$ cat src/rtl/prbs_chk_lock.sv
module prbs_chk_lock #(
  parameter int LOCK_RUN = 32,
  parameter int WIN      = 64,
  parameter int LOSS_THR = 8
) (
  input  logic       clk,
  input  logic       rst_n,
  input  logic       restart,
  input  logic       step,
  input  logic       rx_bit,
  input  logic       pred,
  input  logic       zero,
  input  logic [3:0] fill_len,
  output logic       locked,
  output logic       mismatch,
  output logic       lock_gain,
  output logic       lock_loss
);
  localparam int RUN_W = $clog2(LOCK_RUN);
  localparam int WC_W  = $clog2(WIN + 1);

  logic [3:0]       fill;
  logic [RUN_W-1:0] run;
  logic [WIN-1:0]   hist;
  logic [WC_W-1:0]  wcnt, wcnt_next;
  logic             ready, good;

  assign mismatch  = rx_bit ^ pred;
  assign ready     = (fill >= fill_len);
  assign good      = !mismatch && !zero;
  assign wcnt_next = wcnt + WC_W'(mismatch) - WC_W'(hist[WIN-1]);
  assign lock_gain = step && !locked && ready && good && (run == RUN_W'(LOCK_RUN - 1));
  assign lock_loss = step && locked && ((wcnt_next >= WC_W'(LOSS_THR)) || zero);

  always_ff @(posedge clk or negedge rst_n) begin
    if (!rst_n) begin
      locked <= 1'b0;
      fill   <= '0;
      run    <= '0;
      hist   <= '0;
      wcnt   <= '0;
    end else if (restart) begin
      locked <= 1'b0;
      fill   <= '0;
      run    <= '0;
      hist   <= '0;
      wcnt   <= '0;
    end else if (step) begin
      if (!locked) begin
        if (!ready)         fill <= fill + 4'd1;
        else if (lock_gain) begin
          locked <= 1'b1;
          run    <= '0;
          hist   <= '0;
          wcnt   <= '0;
        end else if (good)  run <= run + RUN_W'(1);
        else                run <= '0;
      end else begin
        hist <= {hist[WIN-2:0], mismatch};
        wcnt <= wcnt_next;
        if (lock_loss) begin
          locked <= 1'b0;
          fill   <= '0;
          run    <= '0;
        end
      end
    end
  end
endmodule

$ cat config.mk
export PLATFORM = sky130hd
export DESIGN_NAME = prbs_chk_lock
export DESIGN_NICKNAME = d
export VERILOG_FILES = /design/src/rtl/prbs_chk_lock.sv
export SDC_FILE = /design/constraint.sdc
export NUM_CORES = 1
export LEC_CHECK = 0
export BUFFER_PORTS_ARGS = -buffer_cell sky130_fd_sc_hd__buf_2
export CAP_MARGIN = 5
export CORE_UTILIZATION = 60
export CTS_BUF_LIST = sky130_fd_sc_hd__clkbuf_16
export CTS_CLUSTER_DIAMETER = 60
export DETAILED_ROUTE_END_ITERATION = 6
export GPL_ROUTABILITY_DRIVEN = 1
export PLACE_DENSITY = 0.78
export SYNTH_ARGS = -nofsm -noshare
export SYNTH_HDL_FRONTEND = slang
export SYNTH_SLANG_ARGS = --single-unit
export TNS_END_PERCENT = 50
$ cat constraint.sdc
create_clock -name clk -period 7.1 [get_ports clk]
set_input_delay 2.13 -clock clk [delete_from_list [all_inputs] [get_ports clk]]
set_output_delay 2.13 -clock clk [all_outputs]
set_load 0.01 [all_outputs]
Word-level counts from Yosys, hierarchy flattened. Cells that the tools add are included.

Logic and storage cells: 60. Bits in registers: 81. Bits of input ports: 11.

Bitwise operators: 1. Magnitude comparators: 2. Add/subtract/negate cells: 4. Eq/ne operators: 3. Multiplexer cells: 28. Reduce and logical (&&, ||, !) cells: 17.

Operators with widths (count): 64-bit two-way mux (5); 5-bit two-way mux (7); 7-bit two-way mux (5); 4-bit two-way mux (5); 3-bit AND reduction (3); 7-bit by 1-bit adder with 7-bit output (1); 7-bit by 4-bit greater-or-equal comparator with 1-bit output, second input constant (1); 1-bit logical AND (7); 7-bit by 1-bit subtractor with 7-bit output (1); 1-bit two-way mux (6); 3-bit nonzero test (2); 5-bit by 1-bit adder with 5-bit output, second input constant (1); 5-bit equality test, second input constant (1); 4-bit by 1-bit adder with 4-bit output, second input constant (1); 4-bit greater-or-equal comparator (1); 1-bit zero test (3); 3-bit by 2-bit inequality test with 1-bit output, second input constant (1); 3-bit inequality test, second input constant (1); 2-bit nonzero test (1); 1-bit logical OR (1); 1-bit bitwise XOR (1).

Logic depth before layout (Yosys ltp). Gate-level depths: netlist of run 1.

Depth in word-level cells: 10. Mapped depth: 12.

Least setup slack after synthesis of run 1. No wires, ideal clock.

Path type: input port to output port. Start point: in pred. End point: out lock_loss. Cell stages on the path: 9. Data required time: 4.970 ns. Arrival time: 4.212 ns. Path slack: 0.758 ns. Cells stage by stage: xor2_1 > ha_1 > inv_1 > fa_1 > nand2b_1 > a21boi_0 > o32ai_1 > nor4_4 > nor2_1.

Longest elaborated chain between the ends: 6.

Ends and longest elaborated chain: start, declared (line 11) `input logic pred,`; 1-bit bitwise XOR (line 28) `assign mismatch = rx_bit ^ pred;`; 7-bit by 1-bit adder with 7-bit output (line 31) `assign wcnt_next = wcnt + WC_W'(mismatch) - WC_W'(hist[WIN-1]);`; 7-bit by 1-bit subtractor with 7-bit output (line 31); 7-bit by 4-bit greater-or-equal comparator with 1-bit output (line 33) `assign lock_loss = step && locked && ((wcnt_next >= WC_W'(LOSS_THR)) || zero);`; 1-bit logical OR (line 33); 1-bit logical AND (line 33); end, declared (line 17) `output logic lock_loss`.

Every way passes these cells.

Worst setup path after layout of run 1. Ends and elaborated chain as after synthesis.

==> impl_metrics.json, run 1 <==
{
  "status": "finished, final reports clean",
  "cp_slowest_cell": "nor4_4",
  "crit_chain": "buf_2 -> xor2_1 -> ha_1 -> inv_1 -> fa_1 -> nand2b_1 -> a21boi_0 -> o32ai_1 -> nor4_4 -> nor2_1 -> buf_2",
  "cp-start-kind": "input pin",
  "dieArea_mm2": 0.00663,
  "fp.dieH_um": 81.4,
  "setup_ws_ns": 0.564,
  "cts_buffer_depth": 2,
  "slew_violations": 0,
  "wl_per_cell_um": 15.0,
  "clkLatencyLatePin_ns": 0.34,
  "async_flop_share": 1.00,
  "finClkSkew_ns": 0.00537,
  "slowest_delay_ns": 0.47,
  "crit_buf_inv": 3,
  "final-seq-area_mm2": 0.00203,
  "synth_top_family_by_area": "compound AO/OA/AOI/OAI gates",
  "synth_compound_area_frac": 0.213,
  "p_per_area_mw_per_mm2": 253,
  "vias": 2726,
  "antenna_found_initial": 0,
  "gr-usage-all-layers": 0.228,
  "synth_fp_nets": 400,
  "yosys.area_share.simple": 0.136,
  "ys_ff_latch": 81,
  "tightest_slew_ns": 1.06,
  "row_count": 28,
  "diodes": 0,
  "synthToLayoutAreaGrowth_pct": 12.0,
  "overflow": 0,
  "cts_inserted_buffers": 9,
  "path_max_fanout": 7,
  "timing.fmax_mhz": 153,
  "wirelength_mm": 6.82,
  "grt_pass1_vias": 2581,
  "clk_pin_slew_ns": 0.06,
  "cts_setup_buffers": 0,
  "io-pin-count": 15,
  "port_buffers": 14,
  "synth_cells": 374,
  "hpwlAfterDp_mm": 3.93,
  "required_ns": 4.97,
  "fin_crit_ns": 6.54,
  "path_class": "in2out",
  "hold_buffers": 0,
  "synthAdderAreaFrac": 0.0516,
  "fill_cells": 432,
  "max-vdd-ir-drop_uv": 180,
  "crit_family": "simple AND/OR/NAND/NOR gates",
  "maxSlewHeadroom": 0.292,
  "cts_tree": "yes",
  "ctsResizeCount": 0,
  "synth_ff_type": "dfrtp_1",
  "finalSetupViolCount": 0,
  "crit_top_cell": "buf_2",
  "cts_htree_levels": 3,
  "syn-cell-area_mm2": 0.00378,
  "avgSynthCellArea_um2": 10.1,
  "die_w_um": 81.4,
  "preCtsSetupSlack_ns": 0.564,
  "p_leak_uw": 0.00194,
  "start_util": 0.632,
  "vias_per_cell": 5.98,
  "worstHoldPathType": "reg2reg",
  "drt_iter0_drc": 190,
  "drc": 0,
  "rsz0062_at_grt": "false",
  "gp_congestion": 0.805,
  "synth-edff-count": 0,
  "finalSetupTns_ns": 0,
  "yosysSeqAreaShare": 0.536,
  "ys_types": 41,
  "drt-pass1-iter-count": 5,
  "multiInputGateArea_mm2": 0.00157,
  "muxShareOfSynthArea": 0.00529,
  "finalCritPeriodShare": 0.921,
  "clock-sinks": 81,
  "num-nets-final": 402,
  "coreArea_mm2": 0.00599,
  "arrival_ns": 4.41,
  "drive_gt1_frac": 0.105,
  "grt_first_pass_wirelength_mm": 11.3,
  "hold_viol": 0,
  "grt_max_degree": 82,
  "end_kind": "output pin",
  "yosysWarnings": 0,
  "ant_nets": 0,
  "synth_xor_area_frac": 0.00926,
  "maxCapViolCount": 0,
  "ctsRootBufferMaster": "clkbuf_16"
}
[cell type report]
type	count	area share
Sequential cell	81	0.478
Multi-Input combinational cell	245	0.370
Clock buffer	9	0.0531
Clock inverter	7	0.0334
Timing Repair Buffer	18	0.0242
Tap cell	75	0.0221
Inverter	21	0.0186
[metrics by stage]
| step | cell area (um^2) | utilization | instances | total power (uW) | hold WS (ns) |
|---|---|---|---|---|---|
| 2_1_floorplan | 3780 | - | 374 | 498 | 0.491 |
| 3_3_place_gp | 3870 | 0.646 | 440 | 516 | 0.507 |
| 3_5_place_dp | 3870 | 0.646 | 440 | 516 | 0.514 |
| 4_1_cts | 4240 | 0.707 | 456 | 1080 | 0.531 |
| 5_1_grt | 4240 | 0.707 | 456 | 1100 | 0.544 |
| 6_report | 4240 | 0.707 | 456 | 1070 | 0.527 |
[where the power goes]
group / internal (uW) / switching (uW) / leakage [uW]
logic: 12.8 / 29.9 / 0.000627
clock network: 380 / 187 / 0.000181
registers: 463 / 1.33 / 0.00113
[worst min-delay path: cells and delay by family (launching register included)]
family	cells	cell delay [ns]
DFF	1	0.34
AOI/OAI and AO/OA	1	0.07
and+or+nand+nor	1	0.08
[worst paths after layout]
kind	startpoint	end	slack (ns)	cells past startpoint
max	pred	lock_loss	0.56	11
min	hist[18]	hist[18]	0.53	2
max reg2reg	fill[0]	hist[57]	3.83	9
min reg2reg	hist[18]	hist[18]	0.53	2
max in group asynchronous	rst_n	hist[15]	4.51	1
min in group asynchronous	rst_n	wcnt[1]	1.95	1
[cells in the final DEF, fill, tap and decap left out, types with 2 or more instances in the layout]
master     Yosys  layout
a211oi_1       3       3
buf_2          7      13
nand2_1       10      10
nor3_1         3       3
a22oi_1       67      67
xor2_1         3       3
buf_4          0       5
clkbuf_16      0       9
a21oi_1       10      10
or2_2          2       2
and3_1         2       2
o21a_1         4       4
a31oi_1        2       2
mux2i_1        2       2
bufinv_16      0       4
o21ai_0        4       4
dfrtp_1       81      81
o32ai_1        4       4
nand3_1        4       4
nor2_1        80      80
nand2b_1       4       4
o2bb2ai_1      2       2
o31ai_1        3       3
ha_1          14      14
inv_1         21      22
nor2b_1        4       4
[flip-flops by register name, indices dropped and copies added, names as in the netlist]
| name | flops |
|---|---|
| locked | 1 |
| run | 5 |
| hist | 64 |
| wcnt | 7 |
| fill | 4 |
[logic make-up after synthesis]
logic type | after synthesis
adders and majority gates | 15
xor gates and xnor gates | 4
buffers and inverters | 48
and+or+nand+nor | 116
DFF | 81
AOI/OAI and AO/OA | 108
muxes | 2
[per-layer routing]
metal | vias up | wire length [um] | global-route usage
met1 | 1359 | 3330 | 0.291
met3 | 11 | 139 | 0.0400
li1 | 1330 | - | -
met2 | 26 | 3230 | 0.379
met5 | - | 0 | 0
met4 | 0 | 123 | 0.105
[cell usage after synthesis, types with 4 or more instances]
library cell	instances	area [um^2]
a22oi_1	67	503
nand3_1	4	20.0
ha_1	14	175
nand2b_1	4	25.0
nor2b_1	4	25.0
nand2_1	10	37.5
dfrtp_1	81	2030
a21oi_1	10	50.1
clkbuf_1	20	75.1
buf_2	7	35.0
nor2_1	80	300
o32ai_1	4	35.0
inv_1	21	78.8
o21a_1	4	30.0
o21ai_0	4	20.0
Note: power is estimated with default switching activity, not from simulation.
==> run 2, diff against run 1 <==
==> constraint.sdc (replaced) <==
create_clock -name clk -period 7.1 [get_ports clk]
set_input_delay 0.71 -clock clk [delete_from_list [all_inputs] [get_ports clk]]
set_output_delay 0.71 -clock clk [all_outputs]
set_load 0.01 [all_outputs]
==> impl_metrics.json, run 2 (same netlist as run 1, synthesis figures left out) <==
{
  "io-pin-count": 15,
  "hold_buffers": 0,
  "clk_pin_slew_ns": 0.06,
  "drc": 0,
  "finClkSkew_ns": 0.00765,
  "design_area_mm2": 0.00415,
  "cts_inserted_buffers": 9,
  "finalSetupViolCount": 0,
  "rr_endpoint": "run[3]",
  "num-nets-final": 401,
  "largest_reg_flops": 64,
  "fp.dieH_um": 81.4,
  "path_max_fanout": 7,
  "cts_tree": "yes",
  "hpwlAfterDp_mm": 3.98,
  "reg2regPathDepth": 11,
  "drt-pass1-iter-count": 4,
  "reg_top3": "hist: 64 flops, wcnt: 7 flops, run: 5 flops",
  "final_common_cell": "dfrtp_1",
  "p_per_area_mw_per_mm2": 229,
  "diodes": 0,
  "coreArea_mm2": 0.00599,
  "max-vdd-ir-drop_uv": 155,
  "rsz0062_at_grt": "false",
  "end_kind": "output pin",
  "ctsResizeCount": 0,
  "port_buffers": 14,
  "rrSetupSlack_ns": 4.13,
  "power_uw": 949,
  "fill_cells": 445,
  "timing.rr.start": "hist[63]",
  "cp-start-kind": "input pin",
  "maxCapViolCount": 0,
  "final_cell_mix": "dfrtp_1 (81), nor2_1 (80), a22oi_1 (67), inv_1 (21), ha_1 (14)",
  "wl_per_cell_um": 15.0,
  "clock-sinks": 81,
  "timing.fmax_mhz": 260,
  "p_leak_uw": 0.00189,
  "ant_nets": 0,
  "dieArea_mm2": 0.00663,
  "overflow": 0,
  "hold_viol": 0,
  "gr-usage-all-layers": 0.236,
  "vias_per_cell": 5.91,
  "startpoint": "pred",
  "status": "finished, final reports clean",
  "tightest_slew_ns": 0.984,
  "start_util": 0.632,
  "ctsRootBufferMaster": "clkbuf_16",
  "synthToLayoutAreaGrowth_pct": 9.62,
  "required_ns": 6.39,
  "row_count": 28,
  "vias": 2683,
  "antenna_found_initial": 0,
  "worstHoldPathType": "in2async",
  "fin_crit_ns": 3.85,
  "largest-register": "hist",
  "arrival_ns": 3.14,
  "hold_ws_ns": 0.521,
  "cts_buffer_depth": 2,
  "grt_pass1_vias": 2608,
  "drive_gt1_frac": 0.0950,
  "cts_htree_levels": 3,
  "wirelength_mm": 6.82,
  "endpoint": "lock_loss",
  "die_w_um": 81.4,
  "finalCritPeriodShare": 0.542,
  "clkLatencyLatePin_ns": 0.33,
  "grt_max_degree": 82,
  "placed_area_mm2": 0.00386,
  "path_class": "in2out",
  "finalSetupTns_ns": 0,
  "cts_setup_buffers": 0,
  "maxSlewHeadroom": 0.344,
  "drt_iter0_drc": 206,
  "gp_congestion": 0.807,
  "slew_violations": 0,
  "grt_first_pass_wirelength_mm": 11.7
}
## run 2: through the flow
stage                     cells  setup slack (ns)  utilization
after CTS                   454              3.26        0.692
after detailed placement    439              3.27        0.645
after global routing        454              3.02        0.692
after global placement      439              3.38        0.645
final                       454              3.25        0.692
after floorplan             374              3.60            -
## run 2: power breakdown
group / leakage, uW / internal, uW / total, uW / switching (uW)
clock: 0.000138 / 268 / 443 / 174
combinational: 0.000622 / 12.1 / 42.0 / 29.9
sequential: 0.00113 / 463 / 465 / 1.22
total: 0.00189 / 744 / 949 / 205
## run 2: worst min-delay path by stage
stage,from,cells after the start,endpoint
6_report,rst_n,1,fill[0]
5_1_grt,hist[18],2,hist[18]
4_1_cts,hist[27],2,hist[27]
3_5_place_dp,hist[27],2,hist[27]
3_3_place_gp,hist[27],2,hist[27]
2_1_floorplan,rst_n,0,fill[0]
## run 2: critical path, cell delays in order
cell and delay (ns):
buf_2 0.10, xor2_1 0.32, ha_1 0.24, inv_1 0.06
fa_1 0.37, nand2b_1 0.19, a21boi_0 0.24, o32ai_1 0.19
nor4_4 0.45, nor2_1 0.12, buf_2 0.16
## run 2: layer usage
layer / part of all wire / track usage / up-vias
li1: - / - / 1326
met1: 0.48 / 0.303 / 1327
met2: 0.48 / 0.388 / 21
met3: 0.021 / 0.0400 / 9
met4: 0.017 / 0.113 / 0
met5: 0 / 0 / -
## run 2: layout make-up
type                            instances  area, um^2  share of cell area
Clock buffer                            9         225              0.0543
Sequential cell                        81        2030               0.489
Tap cell                               75        93.8              0.0226
Inverter                               21        78.8              0.0190
Clock inverter                          6        58.8              0.0142
Multi-Input combinational cell        245        1570               0.378
Timing Repair Buffer                   17        95.1              0.0229
